`config.mk`:
```
export PLATFORM = sky130hd
export DESIGN_NAME = allon_unlock_gate
export DESIGN_NICKNAME = d
export VERILOG_FILES = /design/src/rtl/unlock_pkg.sv /design/src/rtl/unlock_datapath.sv /design/src/rtl/unlock_ctrl.sv /design/src/rtl/allon_unlock_gate.sv
export SDC_FILE = /design/constraint.sdc
export NUM_CORES = 1
export LEC_CHECK = 0
export BUFFER_PORTS_ARGS = -buffer_cell sky130_fd_sc_hd__buf_4
export CAP_MARGIN = 15
export CELL_PAD_IN_SITES_DETAIL_PLACEMENT = 0
export CELL_PAD_IN_SITES_GLOBAL_PLACEMENT = 2
export CORE_MARGIN = 2
export CORE_UTILIZATION = 18
export CTS_BUF_LIST = sky130_fd_sc_hd__clkbuf_8
export CTS_CLUSTER_DIAMETER = 80
export DETAILED_ROUTE_END_ITERATION = 6
export PLACE_DENSITY_LB_ADDON = 0.1
export SETUP_SLACK_MARGIN = 0.3
export SYNTH_ARGS = -nofsm -noshare
export SYNTH_HDL_FRONTEND = slang
export SYNTH_SLANG_ARGS = --single-unit
```
`constraint.sdc`:
```
create_clock -name clk -period 5.95 [get_ports clk]
set_clock_uncertainty 0.2 [all_clocks]
set_input_delay 0.8925 -clock clk [delete_from_list [all_inputs] [get_ports clk]]
set_output_delay 0.8925 -clock clk [all_outputs]
set_load 0.01 [all_outputs]
```
`src/rtl/unlock_pkg.sv`:
```
package unlock_pkg;

  // Position in the three-key sequence: which key is expected next.
  typedef enum logic [1:0] {
    WAIT_K0 = 2'd0,
    WAIT_K1 = 2'd1,
    WAIT_K2 = 2'd2
  } keyStage_e;

  // Strobes from control to datapath for the enable register.
  typedef struct packed {
    logic setOn;
    logic clrOn;
  } gateStrobe_t;

endpackage

```
`src/rtl/unlock_datapath.sv`:
```
module unlock_datapath
  import unlock_pkg::*;
#(
  parameter int ADDR_W = 6,
  parameter int DATA_W = 8,
  parameter int NUM_IN = 6,
  parameter logic [ADDR_W-1:0] KEY_ADDR = 6'h2C,
  parameter logic [DATA_W-1:0] KEY0 = 8'hA5,
  parameter logic [DATA_W-1:0] KEY1 = 8'h5A,
  parameter logic [DATA_W-1:0] KEY2 = 8'hC3
) (
  input  logic              clk,
  input  logic              rstN,
  input  logic [ADDR_W-1:0] wrAddr,
  input  logic [DATA_W-1:0] wrData,
  input  logic [NUM_IN-1:0] gateIn,
  input  logic              directMode,
  input  keyStage_e         stage,
  input  gateStrobe_t       strobe,
  output logic              keyHit,
  output logic              qualOk,
  output logic              allOn
);

  localparam int NUM_KEYS = 3;

  logic [DATA_W-1:0] keyTable [NUM_KEYS];
  logic [DATA_W-1:0] expectKey;
  logic              addrHit;
  logic              allHigh;

  assign keyTable[0] = KEY0;
  assign keyTable[1] = KEY1;
  assign keyTable[2] = KEY2;

  always_comb begin
    expectKey = keyTable[0];
    for (int i = 1; i < NUM_KEYS; i++) begin
      if (int'(stage) == i) expectKey = keyTable[i];
    end
  end

  assign addrHit = (wrAddr == KEY_ADDR);
  assign keyHit  = addrHit && (wrData == expectKey);
  assign allHigh = &gateIn;
  assign qualOk  = directMode && allHigh;

  always_ff @(posedge clk or negedge rstN) begin
    if (!rstN)             allOn <= 1'b0;
    else if (strobe.clrOn) allOn <= 1'b0;
    else if (strobe.setOn) allOn <= 1'b1;
  end

endmodule

```
`src/rtl/unlock_ctrl.sv`:
```
module unlock_ctrl
  import unlock_pkg::*;
(
  input  logic        clk,
  input  logic        rstN,
  input  logic        wrEn,
  input  logic        directMode,
  input  logic        keyHit,
  input  logic        qualOk,
  output keyStage_e   stage,
  output gateStrobe_t strobe
);

  keyStage_e stageNext;

  always_comb begin
    stageNext = stage;
    if (!directMode) begin
      stageNext = WAIT_K0;
    end else if (wrEn) begin
      if (!keyHit) begin
        stageNext = WAIT_K0;
      end else begin
        unique case (stage)
          WAIT_K0: stageNext = WAIT_K1;
          WAIT_K1: stageNext = WAIT_K2;
          default: stageNext = WAIT_K0;
        endcase
      end
    end
  end

  always_comb begin
    strobe.clrOn = !qualOk;
    strobe.setOn = wrEn && keyHit && (stage == WAIT_K2) && qualOk;
  end

  always_ff @(posedge clk or negedge rstN) begin
    if (!rstN) stage <= WAIT_K0;
    else       stage <= stageNext;
  end

endmodule

```
`src/rtl/allon_unlock_gate.sv`:
```
module allon_unlock_gate
  import unlock_pkg::*;
#(
  parameter int ADDR_W = 6,
  parameter int DATA_W = 8,
  parameter int NUM_IN = 6,
  parameter logic [ADDR_W-1:0] KEY_ADDR = 6'h2C,
  parameter logic [DATA_W-1:0] KEY0 = 8'hA5,
  parameter logic [DATA_W-1:0] KEY1 = 8'h5A,
  parameter logic [DATA_W-1:0] KEY2 = 8'hC3
) (
  input  logic              clk,
  input  logic              rstN,
  input  logic              wrEn,
  input  logic [ADDR_W-1:0] wrAddr,
  input  logic [DATA_W-1:0] wrData,
  input  logic [NUM_IN-1:0] gateIn,
  input  logic              directMode,
  output logic              allOn
);

  keyStage_e   stage;
  gateStrobe_t strobe;
  logic        keyHit;
  logic        qualOk;

  unlock_ctrl u_ctrl (
    .clk        (clk),
    .rstN       (rstN),
    .wrEn       (wrEn),
    .directMode (directMode),
    .keyHit     (keyHit),
    .qualOk     (qualOk),
    .stage      (stage),
    .strobe     (strobe)
  );

  unlock_datapath #(
    .ADDR_W   (ADDR_W),
    .DATA_W   (DATA_W),
    .NUM_IN   (NUM_IN),
    .KEY_ADDR (KEY_ADDR),
    .KEY0     (KEY0),
    .KEY1     (KEY1),
    .KEY2     (KEY2)
  ) u_dp (
    .clk        (clk),
    .rstN       (rstN),
    .wrAddr     (wrAddr),
    .wrData     (wrData),
    .gateIn     (gateIn),
    .directMode (directMode),
    .stage      (stage),
    .strobe     (strobe),
    .keyHit     (keyHit),
    .qualOk     (qualOk),
    .allOn      (allOn)
  );

endmodule

```
==> results.sh, run 1 <==
export IMPL_yosys_area_share_simple=0.3585
export IMPL_synth_fp_nets=60
export IMPL_synth_edf_count=0
export IMPL_track_usage=0.08194
export IMPL_die_area_sq_mm=0.001796
export IMPL_leakagePower_nw=0.2337
export IMPL_finalCritPeriodShare=0.3485
export IMPL_hold_viol=0
export IMPL_vdd_drop_max_mv=0.07023
export IMPL_timing_rr_end="u_ctrl.stage[1]"
export IMPL_cp_start_kind="flip-flop"
export IMPL_drv_slew=0
export IMPL_wl_microns=703
export IMPL_synth_area_mux_share=0
export IMPL_criticalPathCategory="flip-flop to flip-flop"
export IMPL_port_buffers=24
export IMPL_post_cts_resized=0
export IMPL_fp_row_count=13
export IMPL_diodes=0
export IMPL_synthArstFlopShare=1.000
export IMPL_drive_gt1_frac=0.4500
export IMPL_synth_area_sq_um=265.3
export IMPL_grt_pass1_wl_microns=1117
export IMPL_areaGrowthSynthToFinish_pct=91.98
export IMPL_yosysUniqueCellTypes=14
export IMPL_yosys_area_top_type_share=0.2830
export IMPL_worst_endpoint_required_ns=5.86
export IMPL_reg2reg_slack_ns=3.88
export IMPL_via_per_inst=4.720
export IMPL_drc=0
export IMPL_io_pins=25
export IMPL_cts_tree="built"
export IMPL_yosysMostFrequentCell="nand2_1"
export IMPL_status="completed"
export IMPL_core_area_sq_mm=0.001334
export IMPL_die_width_microns=42.39
export IMPL_min_period_ns=2.074
export IMPL_maxSlewHeadroom=0.8206
export IMPL_synth_top_family_by_area="simple AND/OR/NAND/NOR gates"
export IMPL_synth_xor_area_frac=0
export IMPL_synthAdderAreaFrac=0.1887
export IMPL_cts_made_buffers=3
export IMPL_final_area_sq_um=509.2
export IMPL_clock_sinks=3
export IMPL_synth_compound_area_share=0.1415
export IMPL_start_util=0.1989
export IMPL_rsz0062_at_grt="false"
export IMPL_synth_ff_latch_count=3
export IMPL_critPathMaxFanout=4
export IMPL_fmax_mhz=482.2
export IMPL_place_gp_congestion=0.6535
export IMPL_synth_top_cell_by_area="dfrtp_1"
export IMPL_clk_root_buffer_cell="clkbuf_8"
export IMPL_wl_per_cell_microns=9.373
export IMPL_cts_htree_levels=1
export IMPL_fill_cells=151
export IMPL_setup_violations=0
export IMPL_fin_setup_tns_ns=0
export IMPL_r2r_start="u_ctrl.stage[0]"
export IMPL_dp_cells=71
export IMPL_syn_avg_cell_area_sq_um=8.289
export IMPL_die_y_microns=42.39
export IMPL_vias=354
export IMPL_hp_class="primary input to async pin"
export IMPL_gr_total_overflow=0
export IMPL_worstPathArrival_ns=1.99
export IMPL_drt_iter0_markers=6
export IMPL_firstDrtPassIters=4
export IMPL_dpl_cell_area_sq_um=464.2
export IMPL_num_nets_final=89
export IMPL_ys_top_cells_by_count="nand2_1, ha_1, dfrtp_1, nand4_1, nor2_1"
export IMPL_synth_cells=32
export IMPL_ant_nets=0
export IMPL_grt_max_degree=6
export IMPL_drv_cap=0
export IMPL_hold_worst_slack_ns=0.2595
export IMPL_holdBufCountCts=0
export IMPL_p_per_area_mw_per_mm2=181.6
export IMPL_cts_setup_buffers=0
export IMPL_worst_setup_path_end_kind="flip-flop"
export IMPL_antenna_found_initial=0
export IMPL_insertion_delay_ns=0.21
export IMPL_ys_top_cells_by_area="dfrtp_1, ha_1, nand2_1"
export IMPL_clk_path_buf_depth=2
export IMPL_worstMarginPinSlew_ns=0.2691
export IMPL_ys_seq_area_frac=0.2830
export IMPL_layout_cells_non_filler=75
export IMPL_ys_dominant_reg_cell="dfrtp_1"
export IMPL_yosysWarningCount=0
export IMPL_worstRegToRegCells=5
export IMPL_dp_hpwl_microns=633.5
export IMPL_cts_reportedPaths_clkPinSlew_ns=0.03
export IMPL_grt_pass1_vias=294
-- per-stage QoR --
step | util | setup WS, ns | power (W)
CTS | 0.3818 | 3.864 | 0.00009442
finish | 0.3818 | 3.876 | 0.00009246
floorplan | - | 3.845 | 0.00002243
global placement | 0.3480 | 3.677 | 0.00003502
global route | 0.3818 | 3.741 | 0.00009725
detailed placement | 0.3480 | 3.644 | 0.00003553
-- worst max-delay path by stage --
stage                                  to       startpoint  depth (start not counted)
after floorplan           u_ctrl.stage[0]        wrData[1]                          3
after global placement    u_ctrl.stage[1]        wrData[1]                          4
after detailed placement  u_ctrl.stage[1]        wrData[1]                          4
after CTS                 u_ctrl.stage[1]  u_ctrl.stage[0]                          5
after global routing      u_ctrl.stage[0]  u_ctrl.stage[0]                          5
final                     u_ctrl.stage[1]  u_ctrl.stage[0]                          5
-- critical path, stage by stage, from the launching register on --
cell and delay (ns):
dfrtp_1 0.39, inv_1 0.09, ha_1 0.31, or4_1 0.51
a21o_1 0.20, o32ai_1 0.27
-- power breakdown --
group	switching, W	internal, W
clock	0.0000134	0.0000439
combinational	0.00000402	0.0000105
sequential	0.000000000290	0.0000206
total	0.0000175	0.0000750
-- area by class of cell --
class,count,area [sq um],share of cell area
clock inverter,1,3.754,0.007371
inverter,2,7.507,0.01474
sequential,3,75.07,0.1474
tap,15,18.77,0.03686
multi-input combinational,27,182.7,0.3587
clock buffer,3,41.29,0.08108
timing repair buffer,24,180.2,0.3538
-- cells in the final DEF, fill, tap and decap left out, drive strengths merged --
cell / synthesis / routed
or4: 1 / 1
nand2: 7 / 7
clkbuf: 0 / 3
nor4b: 2 / 2
nand3: 1 / 1
o32ai: 2 / 2
buf: 0 / 24
nor2: 3 / 3
a21o: 1 / 1
dfrtp: 3 / 3
ha: 4 / 4
a21oi: 1 / 1
nand4b: 1 / 1
o31ai: 1 / 1
nand4: 3 / 3
inv: 2 / 3
-- flip-flops by register name, summed over array words and instances, names as in the netlist --
signal	count
u_ctrl.stage	2
u_dp.allOn	1
-- layer usage --
metal | track usage | up-vias | wire length, microns
met5 | 0 | - | 0
li1 | - | 178 | -
met1 | 0.1005 | 152 | 314
met2 | 0.1231 | 24 | 292
met3 | 0.03448 | 0 | 96
met4 | 0.03750 | 0 | 0
-- kinds of logic (layout without fill, tap and decap cells) --
| kind of cell | count (synthesis) | in the layout |
|---|---|---|
| DFF | 3 | 3 |
| adders and majority gates | 4 | 4 |
| and+or+nand+nor | 18 | 18 |
| buffers and inverters | 2 | 30 |
| AOI/OAI and AO/OA | 5 | 5 |
Note: power is estimated with default switching activity, not from simulation.
==> run 2, diff against run 1 <==
--- a/config.mk
+++ b/config.mk
@@ -5,12 +5,14 @@
 export SDC_FILE = /design/constraint.sdc
 export NUM_CORES = 1
 export LEC_CHECK = 0
+export ABC_AREA = 1
 export BUFFER_PORTS_ARGS = -buffer_cell sky130_fd_sc_hd__buf_4
 export CAP_MARGIN = 15
 export CELL_PAD_IN_SITES_DETAIL_PLACEMENT = 0
 export CELL_PAD_IN_SITES_GLOBAL_PLACEMENT = 2
+export CORE_ASPECT_RATIO = 1.25
 export CORE_MARGIN = 2
-export CORE_UTILIZATION = 18
+export CORE_UTILIZATION = 19
 export CTS_BUF_LIST = sky130_fd_sc_hd__clkbuf_8
 export CTS_CLUSTER_DIAMETER = 80
 export DETAILED_ROUTE_END_ITERATION = 6
==> constraint.sdc (replaced) <==
create_clock -name clk -period 2.15 [get_ports clk]
set_clock_uncertainty 0.2 [all_clocks]
set_input_delay 0.3225 -clock clk [delete_from_list [all_inputs] [get_ports clk]]
set_output_delay 0.3225 -clock clk [all_outputs]
set_load 0.01 [all_outputs]
==> run 2 against run 1 <==
Clock power increased to 2.8 times the previous value. Critical path depth increased by 2. Non-clock buffer count increased by 1. Area after synthesis increased by 31%. Critical endpoint is now u_dp.allOn. Largest power group unchanged. Largest cell class unchanged. Flip-flop and latch count unchanged.
==> results.sh, run 2 <==
export IMPL_drive_gt1_frac=0.4375
export IMPL_top_register="u_ctrl.stage"
export IMPL_ys_top_cells_by_count="inv_1, nor2_1, nand2_1, nand3_1, ha_1"
export IMPL_vias=394
export IMPL_worst_endpoint_required_ns=2.09
export IMPL_worstPathArrival_ns=1.53
export IMPL_synth_cells=51
export IMPL_synth_fp_nets=79
export IMPL_vdd_drop_max_mv=0.2964
export IMPL_worst_setup_path_end_kind="flip-flop"
export IMPL_fill_cells=202
export IMPL_p_seq_frac=0.212
export IMPL_multi_input_area_sq_um=231.5
export IMPL_crit_slowest_cell="dfrtp_1"
export IMPL_wl_per_cell_microns=8.596
export IMPL_reg_largest_list="u_ctrl.stage: 2 flops, u_dp.allOn: 1 flops"
export IMPL_cp_cell_sequence="inv_1 > ha_1 > nor2_1 > nand3_1 > nand2_2 > nand4_1 > a21oi_1"
export IMPL_clock_sinks=3
export IMPL_grt_max_degree=6
export IMPL_cts_tree="built"
export IMPL_post_place_ws_ns=0.5569
export IMPL_finalCritPeriodShare=0.7409
export IMPL_internal_power_w=0.0002119
export IMPL_clk_path_buf_depth=2
export IMPL_fp_row_count=17
export IMPL_grt_pass1_wl_microns=1580
export IMPL_via_per_inst=3.980
export IMPL_maxSlewHeadroom=0.8948
export IMPL_ys_top_cells_by_area="dfrtp_1, ha_1, inv_1"
export IMPL_die_y_microns=51.84
export IMPL_yosysUniqueCellTypes=14
export IMPL_status="completed"
export IMPL_ys_seq_area_frac=0.2158
export IMPL_setup_violations=0
export IMPL_yosys_area_top_type_share=0.2158
export IMPL_gr_total_overflow=0
export IMPL_crit_family="flip-flops"
export IMPL_grt_pass1_vias=419
export IMPL_worstMarginPinSlew_ns=0.1577
export IMPL_cts_made_buffers=3
export IMPL_drv_slew=0
export IMPL_port_buffers=24
export IMPL_start_util=0.1994
export IMPL_rsz0062_at_grt="false"
export IMPL_p_comb_frac=0.189
export IMPL_critPathMaxStageDelay_ns=0.40
export IMPL_criticalPathCategory="flip-flop to flip-flop"
export IMPL_dp_hpwl_microns=729.8
export IMPL_layout_common_cells="buf_4, inv_1, nor2_1"
export IMPL_drt_iter0_markers=5
export IMPL_hp_class="primary input to flip-flop"
export IMPL_die_area_sq_mm=0.002191
export IMPL_hold_viol=0
export IMPL_clk_root_buffer_cell="clkbuf_8"
export IMPL_critPathMaxFanout=4
export IMPL_syn_avg_cell_area_sq_um=6.820
export IMPL_ant_nets=0
export IMPL_yosysWarningCount=0
export IMPL_track_usage=0.09558
export IMPL_power_frac_clock=0.599
export IMPL_cts_setup_buffers=0
export IMPL_cts_htree_levels=1
export IMPL_ys_dominant_reg_cell="dfrtp_1"
export IMPL_drv_cap=0
export IMPL_p_switching_w=0.00005665
export IMPL_synth_area_sq_um=347.8
export IMPL_firstDrtPassIters=2
export IMPL_fmax_mhz=627.7
export IMPL_io_pins=25
export IMPL_insertion_delay_ns=0.21
export IMPL_critPathBufInv=1
export IMPL_antenna_found_initial=0
export IMPL_drc=0
export IMPL_cp_start_kind="flip-flop"
export IMPL_wl_microns=851
export IMPL_final_common_cell="buf_4"
export IMPL_cts_reportedPaths_clkPinSlew_ns=0.03
export IMPL_regArea_sq_um=75.07
export IMPL_core_area_sq_mm=0.001744
export IMPL_worst_slack_ns=0.5570
export IMPL_fin_setup_tns_ns=0
export IMPL_synth_ff_latch_count=3
export IMPL_synthArstFlopShare=1.000
export IMPL_synth_edf_count=0
export IMPL_die_width_microns=42.27
export IMPL_place_gp_congestion=0.6559
export IMPL_p_per_area_mw_per_mm2=442.5
export IMPL_largest_reg_flops=2
export IMPL_min_period_ns=1.593
export IMPL_leakagePower_nw=0.3264
export IMPL_p_sw_frac=0.2110
export IMPL_diodes=0
export IMPL_areaGrowthSynthToFinish_pct=74.46
export IMPL_synth_top_cell_by_area="dfrtp_1"
export IMPL_num_nets_final=109
-- run 2: cell count changes after synthesis, moves of 2 or more --
cell     delta
nand3_1     +4
nand2_2     +2
inv_1       +8
nor4b_1     -2
o32ai_1     -2
nor2_1      +7
o21ai_2     +2
-- run 2: routing by layer --
| layer | part of all wire | wire (microns) | vias to the layer above | GRT usage |
|---|---|---|---|---|
| li1 | - | - | 214 | - |
| met1 | 0.39 | 330 | 162 | 0.1050 |
| met2 | 0.51 | 430 | 18 | 0.1590 |
| met3 | 0.10 | 89 | 0 | 0.03819 |
| met4 | 0 | 0 | 0 | 0.04688 |
| met5 | 0 | 0 | - | 0 |
-- run 2: repair_timing --
action | in CTS | in global routing
hold buffers | 1 | 0
endpoints found under the hold margin | 3 | 0
gates resized for setup | 0 | 0
-- run 2: power by group through the flow --
stage                     clock, W  combinational, W  sequential (W)
after floorplan                  0         0.0000120       0.0000575
after global placement           0         0.0000502       0.0000575
after detailed placement         0         0.0000500       0.0000575
after CTS                 0.000167         0.0000517       0.0000569
after global routing      0.000175         0.0000566       0.0000568
final                     0.000161         0.0000507       0.0000569
-- run 2: final cells by class --
type | count | area share
clock buffer | 3 | 0.06804
timing repair buffer | 25 | 0.3134
multi-input combinational | 37 | 0.3814
inverter | 11 | 0.06804
clock inverter | 1 | 0.006186
tap | 19 | 0.03918
sequential | 3 | 0.1237
-- run 2: cell families (layout without fill, tap and decap cells) --
| group | after synthesis | count (layout) | share of synthesized area |
|---|---|---|---|
| and+or+nand+nor | 30 | 30 | 0.4568 |
| AOI/OAI and AO/OA | 3 | 3 | 0.06474 |
| adders and majority gates | 4 | 4 | 0.1439 |
| buffers and inverters | 11 | 40 | 0.1187 |
| DFF | 3 | 3 | 0.2158 |
-- run 2: worst paths after layout --
check                                start               to  slack [ns]  cells past startpoint
max                        u_ctrl.stage[0]       u_dp.allOn        0.56                      7
min                              gateIn[2]       u_dp.allOn        0.17                      3
max reg2reg                u_ctrl.stage[0]       u_dp.allOn        0.56                      7
min reg2reg                     u_dp.allOn       u_dp.allOn        0.32                      2
max in group asynchronous             rstN  u_ctrl.stage[1]        1.42                      2
min in group asynchronous             rstN       u_dp.allOn        0.23                      2
-- run 2: stage by stage --
| stage | hold WS, ns | power [W] | utilization | cells | instance area, sq um |
|---|---|---|---|---|---|
| finish | 0.1706 | 0.0002685 | 0.3479 | 99 | 606.8 |
| global placement | -0.08330 | 0.0001077 | 0.3164 | 94 | 551.8 |
| detailed placement | -0.08499 | 0.0001075 | 0.3164 | 94 | 551.8 |
| global route | 0.1827 | 0.0002881 | 0.3479 | 99 | 606.8 |
| CTS | 0.1785 | 0.0002756 | 0.3479 | 99 | 606.8 |
| floorplan | -0.1731 | 0.00006955 | - | 51 | 347.8 |
-- run 2: worst min-delay path: cells and delay by family --
kind	cells	cell delay, ns
buffers and inverters	1	0.11
AND/OR/NAND/NOR	1	0.08
AO/OA/AOI/OAI	1	0.04
